$ cat src/rtl/sbArbPkg.sv
package sbArbPkg;
  typedef enum logic [1:0] {
    M_IDLE  = 2'd0,
    M_SEND  = 2'd1,
    M_GRANT = 2'd2,
    M_TURN  = 2'd3
  } mState_t;

  typedef enum logic [1:0] {
    S_IDLE = 2'd0,
    S_WAIT = 2'd1,
    S_XFER = 2'd2
  } sState_t;

  typedef struct packed {
    logic sendSlot;
    logic ownerLocal;
  } busStrobe_t;
endpackage

$ cat src/rtl/sbRrPicker.sv
module sbRrPicker #(
  parameter int NSLV  = 3,
  parameter int IDX_W = 2
) (
  input  logic [NSLV-1:0]  req,
  input  logic [IDX_W-1:0] lastIdx,
  output logic             anyReq,
  output logic [IDX_W-1:0] winIdx
);
  always_comb begin
    anyReq = |req;
    winIdx = '0;
    for (int off = NSLV; off >= 1; off--) begin
      int cand;
      cand = int'(lastIdx) + off;
      if (cand >= NSLV) cand = cand - NSLV;
      if (req[cand]) winIdx = IDX_W'(cand);
    end
  end
endmodule

$ cat src/rtl/sbMasterCtl.sv
module sbMasterCtl import sbArbPkg::*; #(
  parameter int NSLV  = 3,
  parameter int IDX_W = 2
) (
  input  logic            clk,
  input  logic            rstN,
  input  logic            enable,
  input  logic            txValid,
  input  logic [NSLV-1:0] slvReq,
  output logic [NSLV-1:0] slvGnt,
  output logic            busyOut,
  output busStrobe_t      stb
);
  mState_t          state;
  logic [IDX_W-1:0] owner;
  logic [IDX_W-1:0] lastIdx;
  logic             anyReq;
  logic [IDX_W-1:0] winIdx;

  sbRrPicker #(.NSLV(NSLV), .IDX_W(IDX_W)) uPick (
    .req    (slvReq),
    .lastIdx(lastIdx),
    .anyReq (anyReq),
    .winIdx (winIdx)
  );

  always_ff @(posedge clk or negedge rstN) begin
    if (!rstN) begin
      state   <= M_IDLE;
      owner   <= '0;
      lastIdx <= IDX_W'(NSLV - 1);
    end else if (!enable) begin
      state <= M_IDLE;
    end else begin
      case (state)
        M_IDLE: begin
          if (anyReq) begin
            state   <= M_GRANT;
            owner   <= winIdx;
            lastIdx <= winIdx;
          end else if (txValid) begin
            state <= M_SEND;
          end
        end
        M_SEND:  if (!txValid) state <= M_IDLE;
        M_GRANT: if (!slvReq[owner]) state <= M_TURN;
        M_TURN:  state <= M_IDLE;
        default: state <= M_IDLE;
      endcase
    end
  end

  for (genvar g = 0; g < NSLV; g++) begin : gGnt
    assign slvGnt[g] = (state == M_GRANT) && (owner == IDX_W'(g));
  end

  assign busyOut        = (state != M_IDLE);
  assign stb.sendSlot   = (state == M_SEND);
  assign stb.ownerLocal = (state == M_SEND) || (state == M_IDLE);

  AST_GNT_DROP: assert property (@(posedge clk) disable iff (!rstN)
    (|(slvGnt & ~slvReq)) |=> (slvGnt == '0));
  AST_GNT_FROM_IDLE: assert property (@(posedge clk) disable iff (!rstN)
    $rose(|slvGnt) |-> $past(!busyOut));
  AST_BUSY_TURN: assert property (@(posedge clk) disable iff (!rstN)
    $fell(|slvGnt) |-> busyOut);
endmodule

$ cat src/rtl/sbSlaveCtl.sv
module sbSlaveCtl import sbArbPkg::*; (
  input  logic       clk,
  input  logic       rstN,
  input  logic       enable,
  input  logic       txValid,
  input  logic       grantIn,
  output logic       reqOut,
  output busStrobe_t stb
);
  sState_t state;

  always_ff @(posedge clk or negedge rstN) begin
    if (!rstN) begin
      state <= S_IDLE;
    end else if (!enable) begin
      state <= S_IDLE;
    end else begin
      case (state)
        S_IDLE:  if (txValid) state <= S_WAIT;
        S_WAIT:  if (grantIn) state <= S_XFER;
        S_XFER:  if (!txValid) state <= S_IDLE;
        default: state <= S_IDLE;
      endcase
    end
  end

  assign reqOut         = (state != S_IDLE);
  assign stb.sendSlot   = (state == S_XFER) && grantIn;
  assign stb.ownerLocal = (state == S_XFER);

  AST_SLV_WAIT_GNT: assert property (@(posedge clk) disable iff (!rstN)
    stb.sendSlot |-> $past(grantIn));
endmodule

$ cat src/rtl/sbBusDatapath.sv
module sbBusDatapath import sbArbPkg::*; #(
  parameter int DW = 16
) (
  input  logic          txValid,
  input  logic [DW-1:0] txData,
  input  busStrobe_t    mStb,
  input  busStrobe_t    sStb,
  output logic [DW-1:0] busDout,
  output logic          busOe,
  output logic          txPop
);
  logic drive;

  assign drive   = txValid && ((mStb.sendSlot && mStb.ownerLocal) ||
                               (sStb.sendSlot && sStb.ownerLocal));
  assign busOe   = drive;
  assign txPop   = drive;
  assign busDout = drive ? txData : '0;
endmodule

$ cat src/rtl/sharedBusArbiter.sv
module sharedBusArbiter import sbArbPkg::*; #(
  parameter int NSLV = 3,
  parameter int DW   = 16
) (
  input  logic            clk,
  input  logic            rstN,
  input  logic            isMaster,
  input  logic            txValid,
  input  logic [DW-1:0]   txData,
  output logic            txPop,
  input  logic [NSLV-1:0] slvReq,
  output logic [NSLV-1:0] slvGnt,
  output logic            busyOut,
  output logic            reqOut,
  input  logic            grantIn,
  output logic [DW-1:0]   busDout,
  output logic            busOe
);
  localparam int IDX_W = (NSLV > 1) ? $clog2(NSLV) : 1;

  busStrobe_t mStb;
  busStrobe_t sStb;

  sbMasterCtl #(.NSLV(NSLV), .IDX_W(IDX_W)) uMaster (
    .clk    (clk),
    .rstN   (rstN),
    .enable (isMaster),
    .txValid(txValid),
    .slvReq (slvReq),
    .slvGnt (slvGnt),
    .busyOut(busyOut),
    .stb    (mStb)
  );

  sbSlaveCtl uSlave (
    .clk    (clk),
    .rstN   (rstN),
    .enable (!isMaster),
    .txValid(txValid),
    .grantIn(grantIn),
    .reqOut (reqOut),
    .stb    (sStb)
  );

  sbBusDatapath #(.DW(DW)) uData (
    .txValid(txValid),
    .txData (txData),
    .mStb   (mStb),
    .sStb   (sStb),
    .busDout(busDout),
    .busOe  (busOe),
    .txPop  (txPop)
  );

  AST_ONE_DRIVER: assert property (@(posedge clk) disable iff (!rstN)
    busOe |-> (slvGnt == '0));
  AST_ROLE_NO_REQ: assert property (@(posedge clk) disable iff (!rstN)
    isMaster |-> !reqOut);
endmodule

$ cat config.mk
export PLATFORM = sky130hd
export DESIGN_NAME = sharedBusArbiter
export DESIGN_NICKNAME = d
export VERILOG_FILES = /design/src/rtl/sbArbPkg.sv /design/src/rtl/sbRrPicker.sv /design/src/rtl/sbMasterCtl.sv /design/src/rtl/sbSlaveCtl.sv /design/src/rtl/sbBusDatapath.sv /design/src/rtl/sharedBusArbiter.sv
export SDC_FILE = /design/constraint.sdc
export NUM_CORES = 1
export LEC_CHECK = 0
export BUFFER_PORTS_ARGS = -buffer_cell sky130_fd_sc_hd__buf_2
export CORE_UTILIZATION = 41
export CTS_BUF_LIST = sky130_fd_sc_hd__clkbuf_2
export DETAILED_ROUTE_END_ITERATION = 16
export PLACE_DENSITY = 0.81
export SLEW_MARGIN = 20
export SYNTH_ARGS = -nofsm -noshare
export SYNTH_HDL_FRONTEND = slang
export SYNTH_SLANG_ARGS = --single-unit
$ cat constraint.sdc
create_clock -name clk -period 1.88 [get_ports clk]
set_input_delay 0.564 -clock clk [delete_from_list [all_inputs] [get_ports clk]]
set_output_delay 0.564 -clock clk [all_outputs]
set_load 0.005 [all_outputs]
==> results.sh <==
export IMPL_outcome="complete, but fails checks"
export IMPL_violations="negative setup slack"
export IMPL_power_total_uw=874.0
export IMPL_vdd_ir_drop_max_mv=0.8034
export IMPL_final_common_cell="buf_2"
export IMPL_yosysUniqueCellTypes=30
export IMPL_area_growth_pct=77.36
export IMPL_clk_pin_slew_ps=60
export IMPL_rsz0062_at_grt="true"
export IMPL_synthCells=75
export IMPL_setup_violations_final=19
export IMPL_synth_fp_nets=102
export IMPL_grt_start_max_net_pins=8
export IMPL_die_area_sq_mm=0.001712
export IMPL_ys_warnings_count=0
export IMPL_num_antenna_cells=0
export IMPL_path_buf_inv=1
export IMPL_synth_compound_area_share_pct=16.34
export IMPL_worst_setup_path_end_kind="primary output"
export IMPL_synth_area_per_cell_sq_um=8.475
export IMPL_grt_pass1_wl_mm=2.766
export IMPL_rr_endpoint="uMaster.owner[1]"
export IMPL_fillers=81
export IMPL_antenna_found_initial=0
export IMPL_synth_seq_cells=7
export IMPL_yosysSeqAreaShare_pct=27.76
export IMPL_required_ps=1320
export IMPL_wl_per_cell_microns=15.72
export IMPL_pre_cts_ws_ps=-113.1
export IMPL_period_needed_ps=1962
export IMPL_synthFlopType="dfrtp_1"
export IMPL_synth_top_family_by_area="simple AND/OR/NAND/NOR gates"
export IMPL_synthSimpleGateAreaFrac_pct=41.54
export IMPL_grt_pass1_vias=655
export IMPL_numClockSinks=7
export IMPL_io_buffers=46
export IMPL_slowest_delay_ps=400
export IMPL_htreeDepth=1
export IMPL_synthesis_area_sq_um=635.6
export IMPL_layout_common_cells="buf_2 (35), buf_6 (12), and2_4 (9)"
export IMPL_fp_dieW_microns=41.38
export IMPL_grtUsageTotal_pct=25.45
export IMPL_drc_errors=0
export IMPL_power_leakage_nw=0.5927
export IMPL_num_vias=802
export IMPL_critical_path_top_delay_family="flip-flops"
export IMPL_synth_xor_xnor_area_share_pct=0
export IMPL_crit_arrival_ps=1400
export IMPL_place_area_sq_um=892.1
export IMPL_reg2regPathDepth=6
export IMPL_ant_nets=0
export IMPL_synth_edff_count=0
export IMPL_final_core_util_pct=82.51
export IMPL_power_density_mw_per_mm2=775.3
export IMPL_clk_latency_ps=220
export IMPL_cts_buffer_depth=2
export IMPL_fin_skew_ps=2.722
export IMPL_start_kind="flip-flop"
export IMPL_max_freq_ghz=0.5096
export IMPL_rrSetupSlack_ps=110
export IMPL_cts_hold_buffers=0
export IMPL_synthMuxAreaShare_pct=3.150
export IMPL_hold_viol_final=0
export IMPL_gp_congestion=0.8714
export IMPL_critPathSlowestCell="dfrtp_1"
export IMPL_final_nets=163
export IMPL_synthAdderAreaFrac_pct=5.906
export IMPL_r2r_start="uMaster.lastIdx[1]"
export IMPL_vias_per_cell=5.347
export IMPL_slew_violations=0
export IMPL_drtPass1Iterations=4
export IMPL_row_count=13
export IMPL_async_flop_share_pct=100.0
export IMPL_start_util_pct=46.52
export IMPL_cts_buffers=3
export IMPL_max_slew_margin_pct=74.32
export IMPL_ff_latch_area_sq_um=177.7
export IMPL_cp_cell_sequence="nor2b_4, a21oi_4, nor2b_2, and2_1, buf_2"
export IMPL_min_path_type="in -> async"
export IMPL_cts_tree="done"
export IMPL_io_pins=47
export IMPL_setup_slack_ps=-82.44
export IMPL_drive_above_1_share_pct=64.44
export IMPL_hpwl_mm=1.318
export IMPL_coreArea_sq_mm=0.001366
export IMPL_die_h_microns=41.38
export IMPL_stdcell_area_sq_mm=0.001127
export IMPL_fin_crit_sh_pct=104.4
export IMPL_multi_input_area_sq_um=521.8
export IMPL_cp_max_fo=4
export IMPL_worst_pin_slew_ps=382.2
export IMPL_ctsRootBufferMaster="clkbuf_2"
export IMPL_wirelength_mm=2.358
export IMPL_max_cap_viol_count=0
export IMPL_first_iter_violations=13
export IMPL_grt_overflow_total=0
export IMPL_crit_type="reg -> out"
## Yosys cell counts (2+ instances only)
master	instances	share of area, %
inv_1	4	2.4
ha_1	3	5.9
mux2i_1	2	3.1
nand3_1	2	1.6
nor2_1	3	1.8
nor2b_1	2	2.0
o21a_1	2	2.4
buf_4	2	2.4
nand2b_1	2	2.0
dfrtp_1	6	24
or2_2	3	3.0
nor3_1	4	3.1
and2_1	16	16
nor2b_2	2	2.8
a21oi_1	5	3.9
nand2_1	3	1.8
## kinds of logic after synthesis
group / after synthesis
flops: 7
mux: 2
simple gates: 42
buf+inv: 7
fa+ha+maj: 3
compound gates: 14
## where the power goes
part / total (mW) / switching [mW] / internal, mW
sequential: 0.237 / 0.0364 / 0.200
clock: 0.103 / 0.0469 / 0.0564
combinational: 0.534 / 0.267 / 0.267
total: 0.874 / 0.350 / 0.524
## layout make-up
| type | count | area share [%] |
|---|---|---|
| multi-input cells | 64 | 46.28 |
| flip-flops and latches | 7 | 15.76 |
| well taps | 15 | 1.665 |
| clock buffers | 4 | 1.776 |
| inverters | 5 | 1.665 |
| repair buffers | 55 | 32.85 |
## layer usage
layer	share of wire, %	track usage [%]	vias to the layer above
met2	58	41.80	33
met5	0	0	-
met3	4.9	6.383	4
met1	35	28.00	383
met4	2.5	19.35	0
li1	-	-	382
## sequential cells by signal (all words and copies together), names as in the netlist
| name | flops |
|---|---|
| uMaster.lastIdx | 2 |
| uMaster.state | 2 |
| uSlave.state | 2 |
| uMaster.owner | 1 |
## worst reg2reg max path, stage by stage (launching register included)
cell and delay (ps):
dfstp_2 540, inv_1 60, ha_1 340, and4bb_1 220, nor3_1 210, o311ai_2 150, o21a_1 140
## worst max-delay path by stage
stage	cells past startpoint	end	slack, ps	from
floorplan	4	busDout[10]	220	grantIn
global placement	5	busDout[2]	-50	grantIn
detailed placement	5	busDout[3]	-110	grantIn
CTS	5	busDout[3]	-50	uSlave.state[1]
global route	5	busDout[1]	-150	uMaster.state[0]
finish	5	busDout[1]	-80	uMaster.state[0]
## metrics by stage
| stage | cells | hold WS, ps | TNS, ps |
|---|---|---|---|
| floorplan | 75 | 268.4 | 0 |
| global placement | 137 | 392.8 | -779.2 |
| detailed placement | 137 | 395.5 | -1689 |
| CTS | 149 | 141.5 | -852.5 |
| global route | 150 | 156.5 | -2398 |
| finish | 150 | 158.8 | -1091 |
## timing repair
item	in CTS	in global routing
gates cloned	3	0
endpoints found under the hold margin	0	0
setup buffers	6	1
gates resized for setup	12	20
pin swaps	18	1
endpoints found under the setup margin	20	21
(Power assumes the default switching activity.)
